**src/rtl/phold_pkg.sv**
```systemverilog
package phold_pkg;

  typedef enum logic [1:0] {
    MODE_DIRECT = 2'b00,
    MODE_HOLD   = 2'b01,
    MODE_PKMIN  = 2'b10,
    MODE_PKTIME = 2'b11
  } mode_e;

  typedef enum logic [1:0] {
    ST_IDLE  = 2'b00,
    ST_DRIVE = 2'b01,
    ST_REST  = 2'b10
  } state_e;

  // power-up configuration values a surrounding register file would load
  localparam logic [1:0] DEF_MODE = 2'b00;
  localparam logic [1:0] DEF_IPK  = 2'b10;
  localparam logic [1:0] DEF_IHD  = 2'b01;
  localparam logic [1:0] DEF_TOFF = 2'b01;
  localparam logic [2:0] DEF_TPK  = 3'b101;

  function automatic int unsigned off_ticks(input logic [1:0] code, input int unsigned step);
    return (int'(code) + 1) * step;
  endfunction

  function automatic int unsigned peak_ticks(input logic [2:0] code, input int unsigned step);
    return (int'(code) + 2) * step;
  endfunction

endpackage

```
**src/rtl/phold_tick.sv**
```systemverilog
module phold_tick #(
  parameter int DIV = 100
) (
  input  logic clk,
  input  logic rst_n,
  output logic tick
);
  localparam int W = (DIV > 1) ? $clog2(DIV) : 1;
  localparam logic [W-1:0] LAST = W'(DIV - 1);

  logic [W-1:0] cnt_q, cnt_d;

  always_comb begin
    if (cnt_q == LAST) cnt_d = '0;
    else               cnt_d = cnt_q + 1'b1;
  end

  always_ff @(posedge clk or negedge rst_n) begin
    if (!rst_n) cnt_q <= '0;
    else        cnt_q <= cnt_d;
  end

  assign tick = (cnt_q == LAST);
endmodule

```
**src/rtl/phold_timer.sv**
```systemverilog
module phold_timer #(
  parameter int W = 12
) (
  input  logic         clk,
  input  logic         rst_n,
  input  logic         tick,
  input  logic         load,
  input  logic [W-1:0] load_val,
  output logic         zero,
  output logic         expire
);
  logic [W-1:0] cnt_q, cnt_d;
  logic         cnt_en;

  assign cnt_en = load | (tick & (cnt_q != '0));

  always_comb begin
    if (load) cnt_d = load_val;
    else      cnt_d = cnt_q - 1'b1;
  end

  always_ff @(posedge clk or negedge rst_n) begin
    if (!rst_n)      cnt_q <= '0;
    else if (cnt_en) cnt_q <= cnt_d;
  end

  assign zero   = (cnt_q == '0);
  assign expire = tick & (cnt_q == W'(1));
endmodule

```
**src/rtl/phold_ctrl.sv**
```systemverilog
module phold_ctrl
  import phold_pkg::*;
#(
  parameter int CLK_PER_US   = 100,
  parameter int BLANK_US     = 20,
  parameter int OFF_STEP_US  = 100,
  parameter int PEAK_STEP_US = 400
) (
  input  logic       clk,
  input  logic       rst_n,
  input  logic       chan_en,
  input  logic       cur_above,
  input  logic [1:0] cfg_mode,
  input  logic [1:0] cfg_ipk,
  input  logic [1:0] cfg_ihd,
  input  logic [1:0] cfg_toff,
  input  logic [2:0] cfg_tpk,
  output logic       sel_peak,
  output logic [1:0] ref_code,
  output logic       gate_on
);
  localparam int PH_MAX = (BLANK_US > 4 * OFF_STEP_US) ? BLANK_US : 4 * OFF_STEP_US;
  localparam int PH_W   = $clog2(PH_MAX + 1);
  localparam int PK_W   = $clog2(9 * PEAK_STEP_US + 1);

  logic tick;
  state_e state_q, state_d;
  logic peak_q, peak_d;
  logic ph_load, pk_load;
  logic [PH_W-1:0] ph_val;
  logic [PK_W-1:0] pk_val;
  logic ph_zero, ph_expire, pk_zero, pk_expire;
  mode_e mode;
  logic trip;

  phold_tick #(.DIV(CLK_PER_US)) tick_i (
    .clk(clk), .rst_n(rst_n), .tick(tick)
  );

  // blanking window and off-time share one timer: they never overlap
  phold_timer #(.W(PH_W)) phase_tmr_i (
    .clk(clk), .rst_n(rst_n), .tick(tick), .load(ph_load),
    .load_val(ph_val), .zero(ph_zero), .expire(ph_expire)
  );

  phold_timer #(.W(PK_W)) peak_tmr_i (
    .clk(clk), .rst_n(rst_n), .tick(tick), .load(pk_load),
    .load_val(pk_val), .zero(pk_zero), .expire(pk_expire)
  );

  assign mode   = mode_e'(cfg_mode);
  assign trip   = cur_above & ph_zero & (mode != MODE_DIRECT);
  assign pk_val = PK_W'(peak_ticks(cfg_tpk, PEAK_STEP_US));

  always_comb begin
    state_d = state_q;
    peak_d  = peak_q;
    ph_load = 1'b0;
    ph_val  = PH_W'(BLANK_US);
    pk_load = 1'b0;
    // timed peak phase ends on expiry of the peak timer
    if (pk_expire && mode == MODE_PKTIME) peak_d = 1'b0;
    case (state_q)
      ST_IDLE: begin
        if (chan_en) begin
          state_d = ST_DRIVE;
          ph_load = 1'b1;
          pk_load = 1'b1;
          peak_d  = (mode == MODE_PKMIN) || (mode == MODE_PKTIME);
        end
      end
      ST_DRIVE: begin
        if (trip) begin
          state_d = ST_REST;
          ph_load = 1'b1;
          ph_val  = PH_W'(off_ticks(cfg_toff, OFF_STEP_US));
          if (mode == MODE_PKMIN) peak_d = 1'b0;  // handover at first trip
        end
      end
      ST_REST: begin
        if (ph_expire || mode == MODE_DIRECT) begin
          state_d = ST_DRIVE;   // internal turn-on, blanking reloaded
          ph_load = 1'b1;
        end
      end
      default: state_d = ST_IDLE;
    endcase
    if (!chan_en) begin
      state_d = ST_IDLE;
      peak_d  = 1'b0;
    end
  end

  always_ff @(posedge clk or negedge rst_n) begin
    if (!rst_n) begin
      state_q <= ST_IDLE;
      peak_q  <= 1'b0;
    end else begin
      state_q <= state_d;
      peak_q  <= peak_d;
    end
  end

  assign gate_on  = (state_q == ST_DRIVE);
  assign sel_peak = peak_q;
  assign ref_code = peak_q ? cfg_ipk : cfg_ihd;

  logic unused_ok;
  assign unused_ok = pk_zero;
endmodule

```
**config.mk**
```make
export PLATFORM = sky130hd
export DESIGN_NAME = phold_ctrl
export DESIGN_NICKNAME = d
export VERILOG_FILES = /design/src/rtl/phold_pkg.sv /design/src/rtl/phold_tick.sv /design/src/rtl/phold_timer.sv /design/src/rtl/phold_ctrl.sv
export SDC_FILE = /design/constraint.sdc
export NUM_CORES = 1
export LEC_CHECK = 0
export ABC_AREA = 1
export CAP_MARGIN = 20
export CORE_AREA = 2 2 68 96
export CTS_CLUSTER_DIAMETER = 200
export DETAILED_ROUTE_END_ITERATION = 7
export DIE_AREA = 0 0 70 98
export PLACE_DENSITY = 0.64
export SKIP_CTS_REPAIR_TIMING = 1
export SYNTH_ARGS = -nofsm -noshare
export SYNTH_HDL_FRONTEND = slang
export SYNTH_SLANG_ARGS = --single-unit
export TNS_END_PERCENT = 10
```
**constraint.sdc**
```tcl
create_clock -name clk -period 1.84 [get_ports clk]
set_clock_uncertainty 0.1 [all_clocks]
set_input_delay 0.276 -clock clk [delete_from_list [all_inputs] [get_ports clk]]
set_output_delay 0.276 -clock clk [all_outputs]
set_load 0.005 [all_outputs]
```
==> results.ini, run 1 <==
[clocking]
clkSinkCount = 31
htreeDepth = 2
cts_buffers = 5
clk_pin_slew_ns = 0.07
cts_tree = built
cts_max_path_buffers = 2
clk_latency_ns = 0.28
ctsRootBufferMaster = clkbuf_8

[drt]
drt_iter0_markers = 73
via_count = 2264
wl_per_cell_um = 12.1
first_pass_iters = 4
drt_wl_total_um = 5570
vias_per_cell = 4.92
remaining_drc_errors = 0
drtAntennaViolNets = 0

[finish]
areaGrowthSynthToFinish_pct = 34.0
nets = 423
antenna_cells = 0
final_core_util_pct = 52.0
drive_gt1_share_pct = 23.5
fill_cells = 605

[synthesis]
ys_types = 31
synth-seq-area-share_pct = 33.1
avgSynthCellArea_um2 = 7.23
synth_area_um2 = 2340
yosys_warnings = 0
synth_cells = 324
synth_area_leader_cell = dfrtp_1
ys_ff_latch = 31
synth_area_leaders = dfrtp_1 33%, ha_1 11%, nand2_1 11%
syn_nets = 360
synth_top_area_share_pct = 33.1

[hold_path]
hp-class = input port to asynchronous set/reset pin

[power]
p_seq_share_pct = 33.0
p_per_area_nw_per_um2 = 980
peakVddDrop_mv = 0.505
cellLeakagePower_uw = 0.00157
p_int_uw = 1830
p_comb_share_pct = 47.0
total_power_uw = 3080
switching_share_pct = 40.5
pwr-share-clk_pct = 20.0
power.switching_uw = 1250

[placement]
dp_hpwl_um = 4280
gp_congestion = 0.835
io_buffers = 18

[worst_setup_path]
required_ns = 1.46
arrival_ns = 1.47
cp-end-kind = primary output
critPathLaunch = state_q[1]
path_buf_inv = 1
critPathSlowestCell = clkdlybuf4s50_1
r2r_slack_ns = 0.03
slowest_delay_ns = 0.52
timing.rr.start = phase_tmr_i.cnt_q[1]
cp_top_family = buffers and inverters
crit_chain = nor2_4 -> clkdlybuf4s50_1
path_class = flip-flop to primary output
cp-start-kind = flip-flop
critical_path.max_fanout = 6

[die]
die_w_um = 70
die_h_um = 98
die_area_um2 = 6860
initial_core_util_pct = 38.8
rows = 34
io_pins = 19
coreArea_um2 = 6040

[timing]
rsz0062_at_grt = true
setup_viol = 1
setup_ws_ns = -0.00581
whs_ns = 0.304
tightest_slew_ns = 0.432
fmax_ghz = 0.542
fin_crit_sh_pct = 100
min_period_ns = 1.85
slew_headroom_pct = 71.2
final-hold-violation-count = 0
slew_viol_final = 0

[global_route]
grt_remaining_overflow = 0
use_met1_pct = 19.3
globalRouteMet2Util_pct = 32.7
grt_use_total_pct = 17.3
grt_max_degree = 32
grt-busiest-layer = met2
grt_use_met3_pct = 2.17
grt_pass1_wl_um = 9700
antenna_found_initial = 0
grt_pass1_vias = 2271

[run]
drv_cap = 0

[outcome]
violations = setup timing
outcome = complete, but fails checks

## worst register-to-register path, delay by kind of cell (launching register included)
family                   cells  cell delay (ns)
adder cells (fa/ha/maj)      1             0.13
AND/OR/NAND/NOR              9             0.75
buffers and inverters        4             0.31
flip-flops                   1             0.40
## Yosys cell counts, drive strengths merged
cell type  count
ha            20
xnor2          5
nand2         72
a21oi          9
xor2           9
o21ai         14
nand4          8
nor2          48
a31oi          1
o22ai          2
nor3           5
or2            1
inv           52
nand3         34
dfrtp         31
fa             1
o21a           2
o31ai          1
buf            3
and3           1
o211ai         3
nor3b          2
## kinds of logic after synthesis
kind of cell	synth area share, %
AO/OA/AOI/OAI	7.79
XOR/XNOR	5.23
buffers and inverters	9.24
flip-flops	33.1
AND/OR/NAND/NOR	33.1
adder cells (fa/ha/maj)	11.5
## worst paths after layout
kind / cells after the start / endpoint
min in group clk: 1 / tick_i.cnt_q[0]
hold / removal: 2 / peak_tmr_i.cnt_q[5]
setup / recovery: 2 / gate_on
setup reg to reg: 14 / phase_tmr_i.cnt_q[3]
max in group asynchronous: 2 / sel_peak
hold reg to reg: 1 / tick_i.cnt_q[0]
## final cells by class
class                      instances  area [um^2]  area share (%)
tap                               72         90.1            2.87
sequential                        31          777            24.8
multi-input combinational        238         1470            46.7
clock buffer                       8          100            3.19
timing repair buffer              59          504            16.1
inverter                          52          201            6.42
## routing by layer
layer | routed length, um | vias to the layer above | share of wire [%]
met5 | 0 | - | 0
met4 | 82 | 0 | 1.5
met3 | 120 | 7 | 2.2
met2 | 3040 | 30 | 55
met1 | 2330 | 1070 | 42
li1 | - | 1157 | -
## power by group through the flow
stage                     clock network (uW)  registers [uW]  logic (uW)
after floorplan                            0             982         924
final                                    616            1010        1450
after global placement                     0            1010        1370
after global routing                     653            1030        1640
after detailed placement                   0            1010        1390
after CTS                                628            1000        1400
## flip-flops by register name, indices dropped and copies added (netlist names)
register and count:
peak_tmr_i.cnt_q 12, phase_tmr_i.cnt_q 9, tick_i.cnt_q 7, state_q 2, sel_peak 1
## cells in the final DEF (no fill, tap or decap), drive strengths merged
master and count:
nor3b 2, or2 1, nor3 5, fa 1
o211ai 3, ha 20, and3 1, dfrtp 31
a21oi 9, o21ai 14, buf 42, o21a 2
nand2 72, clkbuf 8, o31ai 1, nand3 34
inv 51, xor2 9, nand4 8, clkinvlp 1
dlymetal6s2s 2, xnor2 5, o22ai 2, nor2 48
a31oi 1, clkdlybuf4s50 15
## metrics by stage
stage | TNS, ns | setup slack [ns] | instance area (um^2) | std cells
after floorplan | -0.00152 | -0.00152 | 2420 | 324
after global placement | -1.93 | -0.649 | 2940 | 446
after detailed placement | -2.23 | -0.714 | 2940 | 446
after CTS | -0.990 | -0.421 | 3040 | 454
after global routing | -1.08 | -0.137 | 3140 | 460
final | -0.00581 | -0.00581 | 3140 | 460
Note: power is estimated with default switching activity, not from simulation.
==> inputs of run 2 (changes only) <==
--- a/config.mk
+++ b/config.mk
@@ -16,4 +16,3 @@
 export SYNTH_ARGS = -nofsm -noshare
 export SYNTH_HDL_FRONTEND = slang
 export SYNTH_SLANG_ARGS = --single-unit
-export TNS_END_PERCENT = 10
==> run 2 against run 1 <==
The flow now finishes without violations; hold slack better by 0.00073 ns; sequential power is essentially flat; clock-buffer cell count unchanged; register-to-register slack is essentially flat; fmax increased by 2.8%; flip-flop and latch count unchanged; largest cell class unchanged; highest routed layer unchanged.
==> results.ini, run 2 (synthesized netlist as in run 1, its figures left out) <==
[worst_setup_path]
arrival_ns = 1.87  ; was 1.47 ns
slowest_delay_ns = 0.40  ; was 0.52 ns
crit_top_cell = nand2_2
cp-start-kind = flip-flop  ; unchanged
path_buf_inv = 3  ; was 1
critPathSlowestCell = dfrtp_1  ; was clkdlybuf4s50_1
r2r_end = phase_tmr_i.cnt_q[3]  ; unchanged
cp.depth = 14  ; was 2
crit_chain = inv_2 -> ha_1 -> inv_1 -> nor2_2 -> nand2_1 -> nor2_1 -> nand2_2 -> nand2_2 -> nand2_2 -> nand2_4 -> nand2_4 -> buf_12 -> nand3_1 -> nand3_1  ; was nor2_4 -> clkdlybuf4s50_1
cp-end-kind = flip-flop  ; was primary output
critPathLaunch = phase_tmr_i.cnt_q[1]  ; was state_q[1]
r2r_slack_ns = 0.04  ; was 0.03 ns
reg2reg_depth = 14  ; unchanged
critical_path.max_fanout = 10  ; was 6
timing.rr.start = phase_tmr_i.cnt_q[1]  ; unchanged
required_ns = 1.91  ; was 1.46 ns
path_class = flip-flop to flip-flop  ; was flip-flop to primary output
cp_top_family = simple AND/OR/NAND/NOR gates  ; was buffers and inverters

[drt]
remaining_drc_errors = 0  ; unchanged
drt_wl_total_um = 5590  ; was 5570 um
vias_per_cell = 4.92  ; about the same
drtAntennaViolNets = 0  ; unchanged
via_count = 2274  ; was 2264
drt_iter0_markers = 88  ; was 73
first_pass_iters = 4  ; unchanged
wl_per_cell_um = 12.1  ; about the same

[placement]
gp_congestion = 0.835  ; unchanged
io_buffers = 18  ; unchanged
post-place-cells = 446  ; unchanged
dp_hpwl_um = 4280  ; unchanged
dp_slack_ns = -0.714  ; unchanged

[die]
coreArea_um2 = 6040  ; unchanged
die_w_um = 70  ; unchanged
io_pins = 19  ; unchanged
die_area_um2 = 6860  ; unchanged
rows = 34  ; unchanged
die_h_um = 98  ; unchanged
initial_core_util_pct = 38.8  ; unchanged

[global_route]
grt_max_degree = 32  ; unchanged
grt_use_total_pct = 17.3  ; unchanged
antenna_found_initial = 0  ; unchanged
grt_pass1_wl_um = 9700  ; unchanged
grt_remaining_overflow = 0  ; unchanged
grt_pass1_vias = 2271  ; unchanged

[timing]
slew_headroom_pct = 71.1  ; was 71.2%
fmax_ghz = 0.557  ; was 0.542 GHz
setup_viol = 0  ; was 1
fin_crit_sh_pct = 97.6  ; was 100%
rsz0062_at_grt = true  ; unchanged
min_period_ns = 1.80  ; was 1.85 ns
whs_ns = 0.304  ; about the same
final-hold-violation-count = 0  ; unchanged
setup_ws_ns = 0.0436  ; was -0.00581 ns
slew_viol_final = 0  ; unchanged
tightest_slew_ns = 0.433  ; was 0.432 ns

[finish]
areaGrowthSynthToFinish_pct = 36.7  ; was 34.0%
antenna_cells = 0  ; unchanged
nets = 425  ; was 423
final_cell_mix = 62 x nand2_1, 44 x inv_1, 39 x nor2_1, 39 x buf_4, 29 x dfrtp_1  ; was 63 x nand2_1, 45 x inv_1, 41 x nor2_1
regMostFlops = peak_tmr_i.cnt_q  ; unchanged
instances_no_fill = 462  ; was 460
final_common_cell = nand2_1  ; unchanged
fill_cells = 596  ; was 605
drive_gt1_share_pct = 25.6  ; was 23.5%
largest_registers = peak_tmr_i.cnt_q x12, phase_tmr_i.cnt_q x9, tick_i.cnt_q x7  ; unchanged
final_core_util_pct = 53.0  ; was 52.0%
largest_reg_flops = 12  ; unchanged

[clocking]
cts_buffers = 5  ; unchanged
cts_tree = built  ; unchanged
htreeDepth = 2  ; unchanged
ctsRootBufferMaster = clkbuf_8  ; unchanged
clk_latency_ns = 0.28  ; about the same
clkSinkCount = 31  ; unchanged
clk_pin_slew_ns = 0.07  ; about the same
cts_max_path_buffers = 2  ; unchanged

[power]
p_per_area_nw_per_um2 = 975  ; was 980 nW/um^2
peakVddDrop_mv = 0.518  ; was 0.505 mV
cellLeakagePower_uw = 0.00159  ; was 0.00157 uW

[hold_path]
hp-class = input port to asynchronous set/reset pin  ; unchanged

[outcome]
outcome = finished, final reports clean  ; was complete, but fails checks

[run]
drv_cap = 0  ; unchanged

-- run 2: cell types whose count changed in the layout (fill, tap and decap cells not counted), sizes merged --
cell	previous run	this run
dlymetal6s2s	2	3
buf	42	44
clkdlybuf4s50	15	14
-- run 2: layout make-up --
| class | instances | area (um^2) | area share, % |
|---|---|---|---|
| Tap cell | 72 | 90.1 | 2.81 |
| Inverter | 52 | 201 | 6.29 |
| Sequential cell | 31 | 778 | 24.3 |
| Timing Repair Buffer | 61 | 529 | 16.5 |
| Clock buffer | 8 | 100 | 3.13 |
| Multi-Input combinational cell | 238 | 1500 | 47.0 |
-- run 2: how the worst max path moves through the flow --
stage                           end  slack [ns]
6_report       phase_tmr_i.cnt_q[3]        0.04
5_1_grt        phase_tmr_i.cnt_q[6]       -0.12
4_1_cts        peak_tmr_i.cnt_q[10]       -0.42
3_5_place_dp   peak_tmr_i.cnt_q[10]       -0.71
3_3_place_gp   peak_tmr_i.cnt_q[10]       -0.65
2_1_floorplan  peak_tmr_i.cnt_q[10]      -0.002
-- run 2: per-stage QoR --
step                cell area (um^2)  power, uW  setup TNS, ns
global route                    3200       3380         -0.819
global placement                2940       2380          -1.93
CTS                             3040       3040         -0.990
floorplan                       2420       1910       -0.00152
finish                          3200       3120              0
detailed placement              2940       2410          -2.23
-- run 2: metal layers --
layer  vias up  global-route usage, %  wire length [um]
met4         0                   6.66                59
met3         4                   2.17               117
met5         -                      0                 0
met1      1072                   19.3              2350
li1       1164                      -                 -
met2        34                   32.7              3060
-- run 2: where the power goes --
group,total [uW],internal [uW],switching [uW]
clock network,616,342,274
registers,1020,850,167
logic,1490,668,823
total,3120,1860,1260
==> inputs of run 3 (changes only) <==
--- a/config.mk
+++ b/config.mk
@@ -7,10 +7,10 @@
 export LEC_CHECK = 0
 export ABC_AREA = 1
 export CAP_MARGIN = 20
-export CORE_AREA = 2 2 68 96
+export CORE_AREA = 2 2 95 70
 export CTS_CLUSTER_DIAMETER = 200
 export DETAILED_ROUTE_END_ITERATION = 7
-export DIE_AREA = 0 0 70 98
+export DIE_AREA = 0 0 97 72
 export PLACE_DENSITY = 0.64
 export SKIP_CTS_REPAIR_TIMING = 1
 export SYNTH_ARGS = -nofsm -noshare
==> run 3 against run 2 <==
Non-clock buffer count is the same; combinational power is essentially flat; die area grew 1.8%; critical path depth shrank 2; global-route usage shrank 0.53 points; largest cell class unchanged; highest routed layer unchanged.
==> results.ini, run 3 (synthesized netlist as in run 1, its figures left out) <==
[die]
io_pins = 19  ; unchanged
die_area_um2 = 6980  ; was 6860 um^2
initial_core_util_pct = 38.8  ; about the same
coreArea_um2 = 6040  ; about the same
die_w_um = 97  ; was 70 um
rows = 24  ; was 34
die_h_um = 72  ; was 98 um

[clocking]
clkSinkCount = 31  ; unchanged
clk_latency_ns = 0.29  ; was 0.28 ns
ctsRootBufferMaster = clkbuf_8  ; unchanged
cts_max_path_buffers = 2  ; unchanged
htreeDepth = 2  ; unchanged
cts_buffers = 5  ; unchanged
cts_tree = built  ; unchanged
clk_pin_slew_ns = 0.07  ; about the same

[timing]
rsz0062_at_grt = true  ; unchanged
final-hold-violation-count = 0  ; unchanged
setup_ws_ns = 0.0467  ; was 0.0436 ns
fin_crit_sh_pct = 97.5  ; was 97.6%
min_period_ns = 1.79  ; was 1.80 ns
tightest_slew_ns = 0.422  ; was 0.433 ns
slew_viol_final = 0  ; unchanged
fin_tns_setup_ns = 0  ; unchanged
fmax_ghz = 0.558  ; was 0.557 GHz
slew_headroom_pct = 71.7  ; was 71.1%
setup_viol = 0  ; unchanged

[run]
drv_cap = 0  ; unchanged

[finish]
areaGrowthSynthToFinish_pct = 37.5  ; was 36.7%
regMostFlops = peak_tmr_i.cnt_q  ; unchanged
fill_cells = 563  ; was 596
drive_gt1_share_pct = 27.2  ; was 25.6%
antenna_cells = 0  ; unchanged
nets = 425  ; unchanged
final_core_util_pct = 53.4  ; was 53.0%
largest_reg_flops = 12  ; unchanged
largest_registers = peak_tmr_i.cnt_q x12, phase_tmr_i.cnt_q x9, tick_i.cnt_q x7  ; unchanged
final_common_cell = nand2_1  ; unchanged
final_cell_mix = 60 x nand2_1, 41 x inv_1, 41 x nor2_1  ; was 62 x nand2_1, 44 x inv_1, 39 x nor2_1, 39 x buf_4, 29 x dfrtp_1

[drt]
first_pass_iters = 4  ; unchanged
drt_wl_total_um = 5610  ; was 5590 um
remaining_drc_errors = 0  ; unchanged
vias_per_cell = 4.82  ; was 4.92
wl_per_cell_um = 12.0  ; was 12.1 um
via_count = 2254  ; was 2274
drtAntennaViolNets = 0  ; unchanged
drt_iter0_markers = 97  ; was 88

[global_route]
grt_pass1_wl_um = 9490  ; was 9700 um
grt_use_total_pct = 16.8  ; was 17.3%
grt_remaining_overflow = 0  ; unchanged
grt_pass1_vias = 2088  ; was 2271
grt_max_degree = 32  ; unchanged
antenna_found_initial = 0  ; unchanged

[worst_setup_path]
timing.rr.start = phase_tmr_i.cnt_q[1]  ; unchanged
path_buf_inv = 4  ; was 3
critPathSlowestCell = dfrtp_1  ; unchanged
r2r_end = phase_tmr_i.cnt_q[4]  ; was phase_tmr_i.cnt_q[3]
slowest_delay_ns = 0.39  ; was 0.40 ns
reg2reg_depth = 12  ; was 14
path_class = flip-flop to flip-flop  ; unchanged
r2r_slack_ns = 0.05  ; was 0.04 ns
arrival_ns = 1.87  ; about the same
cp_top_family = simple AND/OR/NAND/NOR gates  ; unchanged
cp-start-kind = flip-flop  ; unchanged
critical_path.max_fanout = 9  ; was 10
cp-end-kind = flip-flop  ; unchanged
required_ns = 1.92  ; was 1.91 ns
cp.depth = 12  ; was 14
crit_chain = inv_2 -> ha_4 -> inv_2 -> buf_4 -> nor2_1 -> nand3_1 -> nand2_2 -> inv_1 -> nand2_1 -> nand2_1 -> nand2_2 -> o21ai_2  ; was inv_2 -> ha_1 -> inv_1 -> nor2_2 -> nand2_1 -> nor2_1 -> nand2_2 -> nand2_2 -> nand2_2 -> nand2_4 -> nand2_4 -> buf_12 -> nand3_1 -> nand3_1

[outcome]
outcome = finished, final reports clean  ; unchanged

[power]
p_per_area_nw_per_um2 = 1010  ; was 975 nW/um^2
total_power_uw = 3240  ; was 3120 uW
cellLeakagePower_uw = 0.00161  ; was 0.00159 uW
peakVddDrop_mv = 0.482  ; was 0.518 mV

[hold_path]
hp-class = input port to asynchronous set/reset pin  ; unchanged

[placement]
dp_slack_ns = -0.737  ; was -0.714 ns
io_buffers = 18  ; unchanged
dp_hpwl_um = 4240  ; was 4280 um
gp_congestion = 0.854  ; was 0.835

==> run 3: cell count changes in the layout (fill, tap and decap cells not counted), sizes merged <==
cell    previous run  this run
bufinv             0         1
clkbuf             8         6
clkinv             0         1
==> run 3: worst max-delay path by stage <==
stage / start / end
final: phase_tmr_i.cnt_q[1] / phase_tmr_i.cnt_q[4]
after global placement: cfg_tpk[1] / peak_tmr_i.cnt_q[10]
after detailed placement: cfg_tpk[1] / peak_tmr_i.cnt_q[10]
after CTS: cfg_tpk[1] / peak_tmr_i.cnt_q[10]
after floorplan: cfg_tpk[1] / peak_tmr_i.cnt_q[10]
after global routing: phase_tmr_i.cnt_q[1] / phase_tmr_i.cnt_q[5]
==> run 3: worst reg2reg max path: stages, from the launching register on <==
cell	delay [ns]
dfrtp_1	0.39
inv_2	0.10
ha_4	0.13
inv_2	0.03
buf_4	0.12
nor2_1	0.09
nand3_1	0.13
nand2_2	0.20
inv_1	0.14
nand2_1	0.08
nand2_1	0.06
nand2_2	0.07
o21ai_2	0.04
==> run 3: power by group <==
part | internal [uW] | switching (uW)
sequential | 849 | 175
clock | 438 | 283
combinational | 681 | 817
==> run 3: area by class of cell <==
type                       instances  area [um^2]  area share, %
multi-input combinational        238         1510           46.8
sequential                        31          777           24.1
timing repair buffer              61          520           16.2
inverter                          52          201           6.25
tap                               78         97.6           3.03
clock buffer                       6         82.6           2.56
clock inverter                     2         35.0           1.09
==> run 3: per-layer routing <==
metal	share of wire, %	vias to the layer above	routed length (um)	track usage [%]
met5	0	-	0	0
met4	1.0	0	57	4.23
met3	4.1	7	229	3.56
met2	42	49	2360	25.1
met1	53	1035	2960	24.8
li1	-	1163	-	-
==> run 3: per-stage QoR <==
step           instance area [um^2]  hold WS, ns  instances
3_5_place_dp                   2920        0.356        450
3_3_place_gp                   2920        0.353        450
4_1_cts                        3040        0.309        458
6_report                       3220        0.290        468
5_1_grt                        3220        0.321        468
2_1_floorplan                  2420       -0.120        324
